File: config.mk
export PLATFORM = sky130hd
export DESIGN_NAME = mdac_cmd_core
export DESIGN_NICKNAME = d
export VERILOG_FILES = /design/src/rtl/mdac_pkg.sv /design/src/rtl/mdac_spi_rx.sv /design/src/rtl/mdac_decode.sv /design/src/rtl/mdac_chan.sv /design/src/rtl/mdac_cmd_core.sv
export SDC_FILE = /design/constraint.sdc
export NUM_CORES = 1
export LEC_CHECK = 0
export BUFFER_PORTS_ARGS = -buffer_cell sky130_fd_sc_hd__buf_2
export CAP_MARGIN = 5
export CORE_UTILIZATION = 55
export DETAILED_ROUTE_END_ITERATION = 10
export PLACE_DENSITY_LB_ADDON = 0.3
export SYNTH_ARGS = -nofsm -noshare
export SYNTH_HDL_FRONTEND = slang
export SYNTH_SLANG_ARGS = --single-unit
export TNS_END_PERCENT = 50
File: constraint.sdc
create_clock -name clk -period 3.48 [get_ports clk]
set_input_delay 0 -clock clk [delete_from_list [all_inputs] [get_ports clk]]
set_output_delay 0 -clock clk [all_outputs]
set_load 0.02 [all_outputs]
File: src/rtl/mdac_pkg.sv
package mdac_pkg;

    localparam int unsigned FRAME_BITS = 32;
    localparam int unsigned CNT_W      = $clog2(FRAME_BITS + 2);

    localparam logic [3:0] OP_WR_IN       = 4'd0;
    localparam logic [3:0] OP_LOAD        = 4'd1;
    localparam logic [3:0] OP_WR_LOAD_ALL = 4'd2;
    localparam logic [3:0] OP_WR_LOAD     = 4'd3;
    localparam logic [3:0] OP_PWR         = 4'd4;
    localparam logic [3:0] OP_CLR_SEL     = 4'd5;
    localparam logic [3:0] OP_STB_MASK    = 4'd6;
    localparam logic [3:0] OP_SOFT_RST    = 4'd7;
    localparam logic [3:0] OP_CONFIG      = 4'd8;

    localparam logic [3:0] ADDR_ALL = 4'hF;

    localparam logic [1:0] TGT_ZERO = 2'd0;
    localparam logic [1:0] TGT_MID  = 2'd1;
    localparam logic [1:0] TGT_FULL = 2'd2;
    localparam logic [1:0] TGT_NONE = 2'd3;

    typedef struct packed {
        logic [3:0]  pad;
        logic [3:0]  op;
        logic [3:0]  addr;
        logic [19:0] data;
    } frame_t;

    // address a channel answers to; two-channel builds use 0 and 3
    function automatic int unsigned chan_addr(input int unsigned idx, input int unsigned nch);
        return (nch == 2 && idx == 1) ? 3 : idx;
    endfunction

endpackage

File: src/rtl/mdac_spi_rx.sv
module mdac_spi_rx import mdac_pkg::*; (
    input  logic   clk,
    input  logic   rst,
    input  logic   sclk,
    input  logic   csn,
    input  logic   sdi,
    output logic   frm_valid,
    output frame_t frm
);
    logic             sclk_r, sclk_p, cs_r, cs_p, sdi_r;
    logic [FRAME_BITS-1:0] shreg;
    logic [CNT_W-1:0] bit_cnt;

    wire sclk_fall = sclk_p && !sclk_r;
    wire cs_rise   = !cs_p && cs_r;

    always_ff @(posedge clk) begin
        if (rst) begin
            sclk_r    <= 1'b0;
            sclk_p    <= 1'b0;
            cs_r      <= 1'b1;
            cs_p      <= 1'b1;
            sdi_r     <= 1'b0;
            shreg     <= '0;
            bit_cnt   <= '0;
            frm_valid <= 1'b0;
            frm       <= '0;
        end else begin
            sclk_r    <= sclk;
            sclk_p    <= sclk_r;
            cs_r      <= csn;
            cs_p      <= cs_r;
            sdi_r     <= sdi;
            frm_valid <= 1'b0;
            if (cs_p) begin
                bit_cnt <= '0;
            end else if (!cs_r && sclk_fall) begin
                shreg <= {shreg[FRAME_BITS-2:0], sdi_r};
                if (bit_cnt != CNT_W'(FRAME_BITS + 1))
                    bit_cnt <= bit_cnt + 1'b1;
            end
            if (cs_rise && bit_cnt == CNT_W'(FRAME_BITS)) begin
                frm_valid <= 1'b1;
                frm       <= frame_t'(shreg);
            end
        end
    end
endmodule

File: src/rtl/mdac_decode.sv
module mdac_decode import mdac_pkg::*; #(
    parameter int unsigned NCH = 8,
    parameter int unsigned RES = 12
) (
    input  logic           frm_valid,
    input  frame_t         frm,
    output logic [RES-1:0] code,
    output logic [NCH-1:0] in_we,
    output logic [NCH-1:0] load_code,
    output logic [NCH-1:0] load_in,
    output logic [NCH-1:0] pd_we,
    output logic [1:0]     pd_val,
    output logic           mask_we,
    output logic [NCH-1:0] mask_val,
    output logic           tgt_we,
    output logic [1:0]     tgt_val,
    output logic           cfg_we,
    output logic [1:0]     cfg_val,
    output logic           soft_rst
);
    logic [NCH-1:0] hit;
    logic is_wr, is_ld, is_wla, is_wl, is_pd;
    wire  unused_frm = ^frm;

    generate
        for (genvar i = 0; i < NCH; i++) begin : g_hit
            localparam int unsigned AD = chan_addr(i, NCH);
            assign hit[i]      = (frm.addr == ADDR_ALL) || (frm.addr == 4'(AD));
            assign mask_val[i] = frm.data[AD];
            assign pd_we[i]    = is_pd && frm.data[AD];
        end
    endgenerate

    always_comb begin
        is_wr  = frm_valid && (frm.op == OP_WR_IN);
        is_ld  = frm_valid && (frm.op == OP_LOAD);
        is_wla = frm_valid && (frm.op == OP_WR_LOAD_ALL);
        is_wl  = frm_valid && (frm.op == OP_WR_LOAD);
        is_pd  = frm_valid && (frm.op == OP_PWR);

        code      = frm.data[19 -: RES];
        in_we     = {NCH{is_wr || is_wla || is_wl}} & hit;
        load_code = {NCH{is_wla || is_wl}} & hit;
        load_in   = ({NCH{is_ld}} & hit) | ({NCH{is_wla}} & ~hit);
        pd_val    = frm.data[9:8];
        mask_we   = frm_valid && (frm.op == OP_STB_MASK);
        tgt_we    = frm_valid && (frm.op == OP_CLR_SEL);
        tgt_val   = frm.data[1:0];
        cfg_we    = frm_valid && (frm.op == OP_CONFIG);
        cfg_val   = frm.data[1:0];
        soft_rst  = frm_valid && (frm.op == OP_SOFT_RST);
    end
endmodule

File: src/rtl/mdac_chan.sv
module mdac_chan #(
    parameter int unsigned RES = 12
) (
    input  logic           clk,
    input  logic           rst,
    input  logic [RES-1:0] code,
    input  logic           in_we,
    input  logic           load_code,
    input  logic           load_in,
    input  logic           ldac,
    input  logic           clr_force,
    input  logic [RES-1:0] clr_code,
    input  logic           pd_we,
    input  logic [1:0]     pd_val,
    input  logic           mask_we,
    input  logic           mask_val,
    output logic [RES-1:0] dac_q,
    output logic [1:0]     pd_q
);
    localparam logic [RES-1:0] MID = {1'b1, {(RES-1){1'b0}}};

    logic [RES-1:0] in_q;
    logic           mask_q;

    always_ff @(posedge clk) begin
        if (rst) begin
            in_q   <= MID;
            dac_q  <= MID;
            pd_q   <= 2'd0;
            mask_q <= 1'b0;
        end else begin
            if (in_we)
                in_q <= code;
            if (clr_force)
                dac_q <= clr_code;
            else if (load_code)
                dac_q <= code;
            else if (load_in || (ldac && !mask_q))
                dac_q <= in_q;
            if (pd_we)
                pd_q <= pd_val;
            if (mask_we)
                mask_q <= mask_val;
        end
    end
endmodule

File: src/rtl/mdac_cmd_core.sv
module mdac_cmd_core import mdac_pkg::*; #(
    parameter int unsigned NCH = 8,
    parameter int unsigned RES = 12
) (
    input  logic               clk,
    input  logic               rst,
    input  logic               sclk,
    input  logic               csn,
    input  logic               sdi,
    input  logic               ldac,
    input  logic               clr,
    output logic [NCH*RES-1:0] dac_code,
    output logic [2*NCH-1:0]   pd_mode,
    output logic               int_ref_en,
    output logic               daisy_en
);
    localparam logic [RES-1:0] CODE_MID = {1'b1, {(RES-1){1'b0}}};

    logic           frm_valid;
    frame_t         frm;
    logic [RES-1:0] code;
    logic [NCH-1:0] in_we, load_code, load_in, pd_we, mask_val;
    logic [1:0]     pd_val, tgt_val, cfg_val;
    logic           mask_we, tgt_we, cfg_we, soft_rst;
    logic [1:0]     clr_tgt_q;
    logic [1:0]     cfg_q;
    logic [RES-1:0] clr_code;
    logic           clr_force;
    logic           state_rst;

    mdac_spi_rx u_rx (
        .clk(clk), .rst(rst), .sclk(sclk), .csn(csn), .sdi(sdi),
        .frm_valid(frm_valid), .frm(frm)
    );

    mdac_decode #(.NCH(NCH), .RES(RES)) u_dec (
        .frm_valid(frm_valid), .frm(frm), .code(code),
        .in_we(in_we), .load_code(load_code), .load_in(load_in),
        .pd_we(pd_we), .pd_val(pd_val), .mask_we(mask_we), .mask_val(mask_val),
        .tgt_we(tgt_we), .tgt_val(tgt_val), .cfg_we(cfg_we), .cfg_val(cfg_val),
        .soft_rst(soft_rst)
    );

    assign state_rst = rst || soft_rst;
    assign clr_force = clr && (clr_tgt_q != TGT_NONE);

    always_comb begin
        case (clr_tgt_q)
            TGT_ZERO: clr_code = '0;
            TGT_MID:  clr_code = CODE_MID;
            default:  clr_code = '1;
        endcase
    end

    always_ff @(posedge clk) begin
        if (rst)
            clr_tgt_q <= TGT_NONE;
        else if (tgt_we)
            clr_tgt_q <= tgt_val;
    end

    always_ff @(posedge clk) begin
        if (state_rst)
            cfg_q <= 2'b00;
        else if (cfg_we)
            cfg_q <= cfg_val;
    end

    assign int_ref_en = cfg_q[0];
    assign daisy_en   = cfg_q[1];

    generate
        for (genvar i = 0; i < NCH; i++) begin : g_ch
            mdac_chan #(.RES(RES)) u_ch (
                .clk(clk), .rst(state_rst), .code(code),
                .in_we(in_we[i]), .load_code(load_code[i]), .load_in(load_in[i]),
                .ldac(ldac), .clr_force(clr_force), .clr_code(clr_code),
                .pd_we(pd_we[i]), .pd_val(pd_val),
                .mask_we(mask_we), .mask_val(mask_val[i]),
                .dac_q(dac_code[i*RES +: RES]), .pd_q(pd_mode[2*i +: 2])
            );
        end
    endgenerate
endmodule

## Word level (Yosys, flattened, before mapping)

Index checks and enable logic that the tools add are counted.

- Register bits after elaboration: 288
- Bits of input ports: 7
- Output and inout port bits: 114
- Logic and storage cells: 174

- Add/subtract/negate cells: 1
- Equality and inequality tests: 20
- Mux-type cells: 26
- Bitwise operators: 7
- Reductions and logical operators: 75

Operators with widths:

| operator | count |
|---|---|
| $mux W12 | 24 |
| $and A8 B8 Y8 | 4 |
| $eq A4 B3 Y1 const B | 8 |
| $logic_and A1 B1 Y1 | 30 |
| $pmux W12 S2 | 1 |
| $reduce_bool A3 Y1 | 8 |
| $logic_or A1 B1 Y1 | 20 |
| $eq A4 B2 Y1 const B | 4 |
| $logic_not A1 Y1 | 11 |
| $eq A4 B1 Y1 const B | 2 |
| $eq A4 B4 Y1 const B | 2 |
| $logic_not A4 Y1 | 2 |
| $not A8 Y8 | 1 |
| $or A8 B8 Y8 | 1 |
| $add A6 B1 Y6 const B | 1 |
| $eq A6 B6 Y1 const B | 1 |
| $ne A6 B6 Y1 const B | 1 |
| $reduce_and A2 Y1 | 2 |
| $eq A2 B1 Y1 const B | 1 |
| $logic_not A2 Y1 | 1 |
| $ne A2 B2 Y1 const B | 1 |
| $reduce_or A2 Y1 | 1 |
| $mux W1 | 1 |
| $not A1 Y1 | 1 |

## Longest topological paths before layout

Gate-level depths: netlist of the first run.

- Word-level depth: 9
- Mapped depth: 7
- Gate-level depth less buffers: 5

## Hierarchy

Synthesis of the first run repeated with hierarchy kept, for this count alone.

- Cell total of the unflattened synthesis: 1401
- Area total of the unflattened synthesis: 13088.8 µm²

By module, submodules not included:

| module | times used | cells an instance | area each (µm²) | sequential area each (µm²) |
|---|---|---|---|---|
| mdac_chan | 8 | 119 | 1182.4 | 540.5 |
| mdac_spi_rx | 1 | 339 | 2811.4 | 1521.5 |
| mdac_decode | 1 | 94 | 654.4 | 0.0 |
| mdac_cmd_core | 1 | 16 | 163.9 | 80.1 |

## Worst setup path before layout of the first run

No wires, ideal clock.

- Kind: flip-flop to flip-flop
- From: reg u_rx.frm[26] (netlist name)
- To: reg g_ch[3].u_ch.in_q[2]
- Setup time: 0.120 ns
- Arrival time: 1.793 ns
- Required time: 3.360 ns
- Setup slack: 1.568 ns
- Stages on the path, launching flop included: 8
- Buffers on the path: 3
- Clock period less this slack: 1.912 ns
- Cell sequence: dfxtp_1 or3b_1 buf_6 buf_8 nor4_4 buf_6 mux2i_1 nor2_2

- Longest elaborated chain between the ends: 5
- Elaborated cells on any way between the ends: 12
- Classes of those cells: eq/ne: 3; bitwise: 1; reduce/logical: 8

RTL lines:

| element | line | RTL |
|---|---|---|
| $eq A4 B2 Y1 or $logic_not A4 Y1 (tied branches) | mdac_decode.sv:37, mdac_decode.sv:35 |  |
| $logic_and A1 B1 Y1 (on tied branches) | mdac_decode.sv:37, mdac_decode.sv:35 |  |
| $logic_or A1 B1 Y1 (2 in series) | mdac_decode.sv:42 | `in_we = {NCH{is_wr \|\| is_wla \|\| is_wl}} & hit;` |
| $and A8 B8 Y8 | mdac_decode.sv:42 |  |
| end signal: assignment | mdac_chan.sv:33 | `in_q <= code;` |
| end: declaration | mdac_chan.sv:22 | `logic [RES-1:0] in_q;` |

Parallel ways exist; a longest one is shown, timed or not.
A chain may end at the register's enable or synchronous reset.

## Worst setup path after layout of the first run

- From: reg u_rx.frm[27] (netlist name)
- To: reg g_ch[3].u_ch.dac_q[6]

- Longest elaborated chain between the ends: 6
- Elaborated cells on any way between the ends: 18
- Classes of those cells: eq/ne: 4; mux: 2; bitwise: 4; reduce/logical: 8

RTL lines:

| element | line | RTL |
|---|---|---|
| $eq A4 B1 Y1 (tied with other cells) | mdac_decode.sv:36 | `is_ld = frm_valid && (frm.op == OP_LOAD);` |
| $logic_and A1 B1 Y1 (on tied branches) | mdac_decode.sv:36, mdac_decode.sv:37, mdac_decode.sv:38 |  |
| $and A8 B8 Y8 or $logic_or A1 B1 Y1 (tied branches) | mdac_decode.sv:44, mdac_decode.sv:43 |  |
| $or A8 B8 Y8 or $and A8 B8 Y8 (tied branches) | mdac_decode.sv:44, mdac_decode.sv:43 |  |
| $logic_or A1 B1 Y1 or $mux W12 (tied branches) | mdac_chan.sv:38, mdac_chan.sv:36 |  |
| $reduce_bool A3 Y1 (no line) or $mux W12 (tied branches) | n/a |  |
| end signal: assignment | mdac_chan.sv:35 | `dac_q <= clr_code;` |
| end signal: assignment | mdac_chan.sv:37 | `dac_q <= code;` |
| end signal: assignment | mdac_chan.sv:39 | `dac_q <= in_q;` |
| end: declaration | mdac_chan.sv:17 | `output logic [RES-1:0] dac_q,` |

Parallel ways exist; a longest one is shown, timed or not.

==> flow_metrics.py, run 1 <==
metrics = {
    "outcome": {
        "outcome": "finished, final reports clean",
    },
    "clock_network": {
        "clock_path_buffers": 3,
        "cts-htree-levels": 1,
        "cts-buffers-inserted": 30,
        "cts_tree": "done",
        "clock-sinks": 288,
        "clockRootBuffer": "clkbuf_16",
        "clk_latency_ns": 0.55,
        "clk_pin_slew_ns": 0.06,
    },
    "die": {
        "die_h_um": 151.4,
        "num_io_pins": 121,
        "die_area_um2": 22930,
        "coreArea_um2": 21890,
        "std_cell_rows": 54,
        "start_util_pct": 56.10,
        "die_x_um": 151.4,
    },
    "timing": {
        "tightest_slew_ns": 1.071,
        "min_period_ns": 2.667,
        "period_share_pct": 76.63,
        "setup_tns_ns": 0,
        "fmaxAchievable_ghz": 0.3750,
        "setup_violations": 0,
        "slew_headroom_pct": 28.61,
        "rsz0062_at_grt": "no",
        "fin_ws_ns": 0.8132,
        "slew_viol_final": 0,
        "worst_clock_skew_ns": 0.01760,
        "hold_viol_final": 0,
    },
    "grt": {
        "overflow": 0,
        "grt_pass1_wl_mm": 49.20,
        "first_global_vias": 9165,
        "grt_util_all_layers_pct": 27.64,
        "grt_start_max_net_pins": 77,
        "antenna_found_initial": 0,
    },
    "worst_setup_path": {
        "cp_data_required_time_ns": 3.96,
        "crit_path_max_incr_delay_ns": 0.78,
        "path_cells": "or3b_1 -> o221ai_1 -> o21ai_1 -> o221a_2",
        "setup.worst_path.start_class": "register",
        "end_kind": "register",
        "crit_fanout": 16,
        "worstPathArrival_ns": 3.15,
        "crit_type": "register to register",
        "critical-path-slowest-cell": "o21ai_1",
    },
    "drt": {
        "drc": 0,
        "final_antenna_net_count": 0,
        "drt_iter0_drc": 908,
        "avgRoutedWirePerCell_um": 19.01,
        "wl_mm": 31.84,
        "viasPerCell": 5.940,
        "vias": 9949,
        "first_pass_iters": 5,
    },
    "synth": {
        "synthTopCellsByCount": "288 x dfxtp_1, 254 x nand2_1, 180 x mux2i_1",
        "synth.area.top_cells": "dfxtp_1 47%, mux2i_1 15%, nand2_1 7.8%, o221a_2 6.5%, a21oi_1 3.1%",
        "synth_cell_types": 60,
        "synth_ff_type": "dfxtp_1",
        "yosysMostFrequentCell": "dfxtp_1",
        "postSynthCellCount": 1300,
        "netlist_area_um2": 12280,
        "synth_top_area_share_pct": 46.94,
        "seq_area_frac_synth_pct": 46.94,
        "ys.warnings.count": 0,
        "yosysTopAreaCell": "dfxtp_1",
        "syn_nets": 1310,
        "synth-async-reset-ratio_pct": 0,
        "avgSynthCellArea_um2": 9.448,
        "synth_edf_count": 0,
        "ys_seq_elements": 288,
    },
    "power_and_ir_drop": {
        "max-vdd-ir-drop_uv": 421.9,
        "p_per_area_nw_per_um2": 486.2,
        "leakagePower_nw": 6.242,
        "power.total_w": 0.006799,
    },
    "place": {
        "place_ws_ns": 0.5879,
        "gp_congestion": 0.8731,
        "io_buffers": 120,
        "hpwlAfterDp_mm": 19.95,
        "dpl_cell_area_um2": 12950,
    },
    "layout": {
        "stdcell_area_um2": 13990,
        "utilization_pct": 63.89,
        "syn_to_final_growth_pct": 13.88,
        "finalNetCount": 1383,
        "layout-drive-gt1-share_pct": 23.15,
        "antenna_cells": 0,
    },
    "min_path": {
        "min_path_type": "input pin to register",
    },
    "run": {
        "cap_violations": 0,
    },
}
[critical path: cells and delay by family (launching register included)]
kind | cells | cell delay, ns
flip-flops | 1 | 0.47
AO/OA/AOI/OAI | 3 | 1.45
AND/OR/NAND/NOR | 1 | 0.66
[state kept, by name (all words and copies together) (netlist names), 2 cells and up]
register / count
u_rx.bit_cnt: 6
clr_tgt_q: 2
g_ch.u_ch.mask_q: 8
g_ch.u_ch.pd_q: 16
u_rx.shreg: 28
cfg_q: 2
g_ch.u_ch.dac_q: 96
u_rx.frm: 28
g_ch.u_ch.in_q: 96
[routing by layer]
metal  GRT usage (%)  part of all wire [%]
met2           43.54                    45
met5               0                     0
met3           3.614                   6.4
met4           12.90                   4.5
met1           37.46                    44
[metrics by stage]
| stage | hold slack [ns] | cells |
|---|---|---|
| floorplan | 0.1038 | 1300 |
| global placement | 0.1833 | 1615 |
| detailed placement | 0.1840 | 1615 |
| CTS | 0.1470 | 1674 |
| global route | 0.1802 | 1675 |
| finish | 0.1632 | 1675 |
[cell usage in the layout, fill, tap and decap left out, types with 7 or more instances in the layout]
master / synthesis / final
dfxtp_1: 288 / 288
nand2_1: 254 / 254
mux2i_1: 180 / 180
buf_2: 45 / 120
nor2_1: 88 / 88
a21oi_1: 77 / 76
o221a_2: 71 / 71
buf_4: 18 / 35
nand3_1: 34 / 34
clkbuf_16: 0 / 31
nor2_2: 19 / 19
o21ai_0: 15 / 15
a32o_1: 11 / 11
nor4_1: 10 / 10
o221a_1: 10 / 10
or2_2: 9 / 9
o21ai_1: 9 / 9
nand3b_1: 8 / 8
clkbuf_1: 50 / 8
clkbuf_8: 0 / 8
o221ai_1: 7 / 7
mux2_2: 7 / 7
a31oi_1: 7 / 7
[cell type report]
type | instances | area (um^2)
Clock buffer | 47 | 915.9
Fill cell | 1793 | 7905
Inverter | 6 | 22.52
Multi-Input combinational cell | 884 | 5907
Sequential cell | 288 | 5766
Tap cell | 280 | 350.3
Clock inverter | 7 | 63.81
Timing Repair Buffer | 163 | 960.9
[report_power, final]
| part | switching (W) | internal [W] | total [W] |
|---|---|---|---|
| sequential | 0.0000251 | 0.00334 | 0.00337 |
| clock | 0.00128 | 0.00187 | 0.00315 |
| combinational | 0.000182 | 0.0000978 | 0.000280 |
[worst paths after layout]
check	startpoint	end	slack (ns)	cells after the start
worst max-delay path	u_rx.frm[27]	g_ch[3].u_ch.dac_q[6]	0.81	4
worst min-delay path	csn	u_rx.cs_r	0.16	3
worst max register to register	u_rx.frm[27]	g_ch[3].u_ch.dac_q[6]	0.81	4
worst min register to register	g_ch[0].u_ch.mask_q	g_ch[0].u_ch.mask_q	0.45	2
[kinds of logic (layout without fill, tap and decap cells)]
family / after synthesis / after routing / synth area share, %
simple gates: 462 / 462 / 17.19
flops: 288 / 288 / 46.94
compound gates: 223 / 223 / 14.35
mux: 187 / 187 / 15.31
buf+inv: 128 / 223 / 5.257
xor+xnor: 9 / 9 / 0.6418
fa+ha+maj: 3 / 3 / 0.3057
[what timing repair did]
action	CTS	global route
gates resized for setup	0	0
setup buffers	0	0
endpoints found under the hold margin	28	0
hold buffers	5	0
Power figures use the tool's default switching activity.
==> inputs of run 2 (changes only) <==
--- a/config.mk
+++ b/config.mk
@@ -7,7 +7,7 @@
 export LEC_CHECK = 0
 export BUFFER_PORTS_ARGS = -buffer_cell sky130_fd_sc_hd__buf_2
 export CAP_MARGIN = 5
-export CORE_UTILIZATION = 55
+export CORE_UTILIZATION = 53
 export DETAILED_ROUTE_END_ITERATION = 10
 export PLACE_DENSITY_LB_ADDON = 0.3
 export SYNTH_ARGS = -nofsm -noshare
==> constraint.sdc (replaced) <==
create_clock -name clk -period 2.3 [get_ports clk]
set_input_delay 0 -clock clk [delete_from_list [all_inputs] [get_ports clk]]
set_output_delay 0 -clock clk [all_outputs]
set_load 0.02 [all_outputs]
==> run 2 against run 1 <==
Fmax is 22% higher. Total power grew 51%. Sequential share of layout area is 0.79 points lower. Clock power grew 49%. Flip-flop and latch count did not move. Register-to-register slack worse by 0.70 ns. Largest cell class unchanged.
==> flow_metrics.py, run 2 (same netlist as run 1, synthesis figures left out) <==
metrics = {
    "outcome": {
        "outcome": "finished, final reports clean",
    },
    "min_path": {
        "holdCritStartpoint": "clr",
        "min_path_type": "input pin to register",
        "whs_endpoint": "g_ch[7].u_ch.dac_q[11]",
        "holdPathStages": 4,
    },
    "layout": {
        "syn_to_final_growth_pct": 16.11,
        "top_regs": "g_ch.u_ch.dac_q x96, g_ch.u_ch.in_q x96",
        "fin_cells": 1714,
        "mostFrequentLayoutCell": "dfxtp_1",
        "layout_common_cells": "288 x dfxtp_1, 254 x nand2_1, 180 x mux2i_1, 120 x buf_2, 88 x nor2_1",
        "layout-drive-gt1-share_pct": 25.47,
        "finalNetCount": 1418,
        "antenna_cells": 0,
    },
    "worst_setup_path": {
        "worstPathArrival_ns": 2.68,
        "cpMostUsedCell": "o221a_2",
        "crit_type": "register to register",
        "end_kind": "register",
        "crit_fanout": 12,
        "setup.worst_path.start_class": "register",
        "critical-path-slowest-cell": "nor4b_1",
        "reg2regPathDepth": 5,
        "rrSetupSlack_ns": 0.12,
        "r2r-end": "g_ch[4].u_ch.dac_q[4]",
        "crit_path_max_incr_delay_ns": 0.58,
        "r2r-start": "u_rx.frm[23]",
        "path_cells": "buf_4 -> nor4b_1 -> o221a_2 -> or2_1 -> o221a_2",
        "path_buf_inv": 1,
        "cp-startpoint": "u_rx.frm[23]",
        "cp_data_required_time_ns": 2.79,
        "critPathTopFamily": "simple AND/OR/NAND/NOR gates",
    },
    "power_and_ir_drop": {
        "clkPwrFrac_pct": 45.9,
        "p_seq_share_pct": 49.8,
        "p_per_area_nw_per_um2": 717.8,
        "intPower_w": 0.007974,
        "switchingPower_w": 0.002262,
        "max-vdd-ir-drop_uv": 593.3,
        "combPwrFrac_pct": 4.3,
        "leakagePower_nw": 6.405,
        "power.total_w": 0.01024,
        "p_sw_share_pct": 22.10,
    },
    "place": {
        "io_buffers": 120,
        "dp.cells": 1657,
        "hpwlAfterDp_mm": 21.34,
        "gp_congestion": 0.9136,
    },
    "die": {
        "start_util_pct": 54.08,
        "die_area_um2": 23790,
        "die_h_um": 154.2,
        "std_cell_rows": 55,
        "num_io_pins": 121,
        "die_x_um": 154.2,
        "coreArea_um2": 22710,
    },
    "timing": {
        "setup_tns_ns": 0,
        "fmaxAchievable_ghz": 0.4577,
        "setup_violations": 0,
        "hold_viol_final": 0,
        "tightest_slew_ns": 0.8386,
        "min_period_ns": 2.185,
        "slew_headroom_pct": 43.72,
        "timing.hold.ws_ns": 0.04430,
        "period_share_pct": 95.00,
        "slew_viol_final": 0,
        "rsz0062_at_grt": "no",
        "worst_clock_skew_ns": 0.009775,
    },
    "grt": {
        "grt_util_all_layers_pct": 27.59,
        "first_global_vias": 9652,
        "antenna_found_initial": 0,
        "grt_start_max_net_pins": 58,
        "grt_pass1_wl_mm": 52.03,
        "overflow": 0,
    },
    "drt": {
        "viasPerCell": 5.820,
        "vias": 9976,
        "avgRoutedWirePerCell_um": 19.15,
        "drc": 0,
        "wl_mm": 32.83,
        "drt_iter0_drc": 701,
        "final_antenna_net_count": 0,
        "first_pass_iters": 5,
    },
    "clock_network": {
        "post_cts_buffers": 0,
        "cts-buffers-inserted": 30,
        "clk_pin_slew_ns": 0.06,
        "cts-htree-levels": 1,
        "clockRootBuffer": "clkbuf_16",
        "cts_tree": "done",
        "clock_path_buffers": 3,
        "clock-sinks": 288,
        "clk_latency_ns": 0.55,
    },
    "run": {
        "cap_violations": 0,
    },
}
-- run 2: how the worst max path moves through the flow --
stage	to	slack [ns]	depth (start not counted)
after floorplan	g_ch[3].u_ch.in_q[2]	0.39	7
after global placement	g_ch[6].u_ch.dac_q[4]	0.16	5
after detailed placement	g_ch[1].u_ch.dac_q[4]	0.08	5
after CTS	g_ch[1].u_ch.dac_q[8]	0.05	5
after global routing	g_ch[6].u_ch.dac_q[2]	0.001	5
final	g_ch[4].u_ch.dac_q[4]	0.12	5
-- run 2: repair_timing --
action                                 4_1_cts  5_1_grt
setup endpoints to repair                    0       45
hold buffers                                 4        0
endpoints found under the hold margin        6        0
resized for setup                            0        6
-- run 2: per-layer routing --
| metal | global-route usage (%) | vias to the layer above | routed length [um] |
|---|---|---|---|
| met5 | 0 | - | 0 |
| met4 | 11.19 | 0 | 1346 |
| met3 | 4.679 | 71 | 2009 |
| met2 | 44.33 | 332 | 14900 |
| met1 | 36.92 | 4778 | 14570 |
| li1 | - | 4795 | - |
-- run 2: layout make-up --
type / instances / area [um^2]
Clock buffer: 45 / 888.4
Clock inverter: 8 / 68.82
Fill cell: 1931 / 8449
Inverter: 6 / 22.52
Multi-Input combinational cell: 884 / 5924
Sequential cell: 288 / 5766
Tap cell: 285 / 356.6
Timing Repair Buffer: 198 / 1234
-- run 2: power by group through the flow --
| stage | Sequential (W) | Combinational, W | Clock (W) |
|---|---|---|---|
| final | 0.00510 | 0.000435 | 0.00470 |
| after global routing | 0.00511 | 0.000463 | 0.00497 |
| after CTS | 0.00510 | 0.000432 | 0.00474 |
| after detailed placement | 0.00521 | 0.000426 | 0 |
| after global placement | 0.00521 | 0.000418 | 0 |
| after floorplan | 0.00529 | 0.000214 | 0 |
-- run 2: tightest hold or removal path: cells and delay by family --
kind	cells	cell delay (ns)
AOI/OAI and AO/OA	3	0.42
buffers and inverters	1	0.12
-- run 2: stage by stage --
step | utilization [%] | cell area, um^2 | setup WS (ns)
2_1_floorplan | - | 12280 | 0.3876
3_3_place_gp | 58.33 | 13250 | 0.1610
3_5_place_dp | 58.33 | 13250 | 0.07881
4_1_cts | 62.72 | 14240 | 0.05364
5_1_grt | 62.79 | 14260 | 0.001375
6_report | 62.79 | 14260 | 0.1150
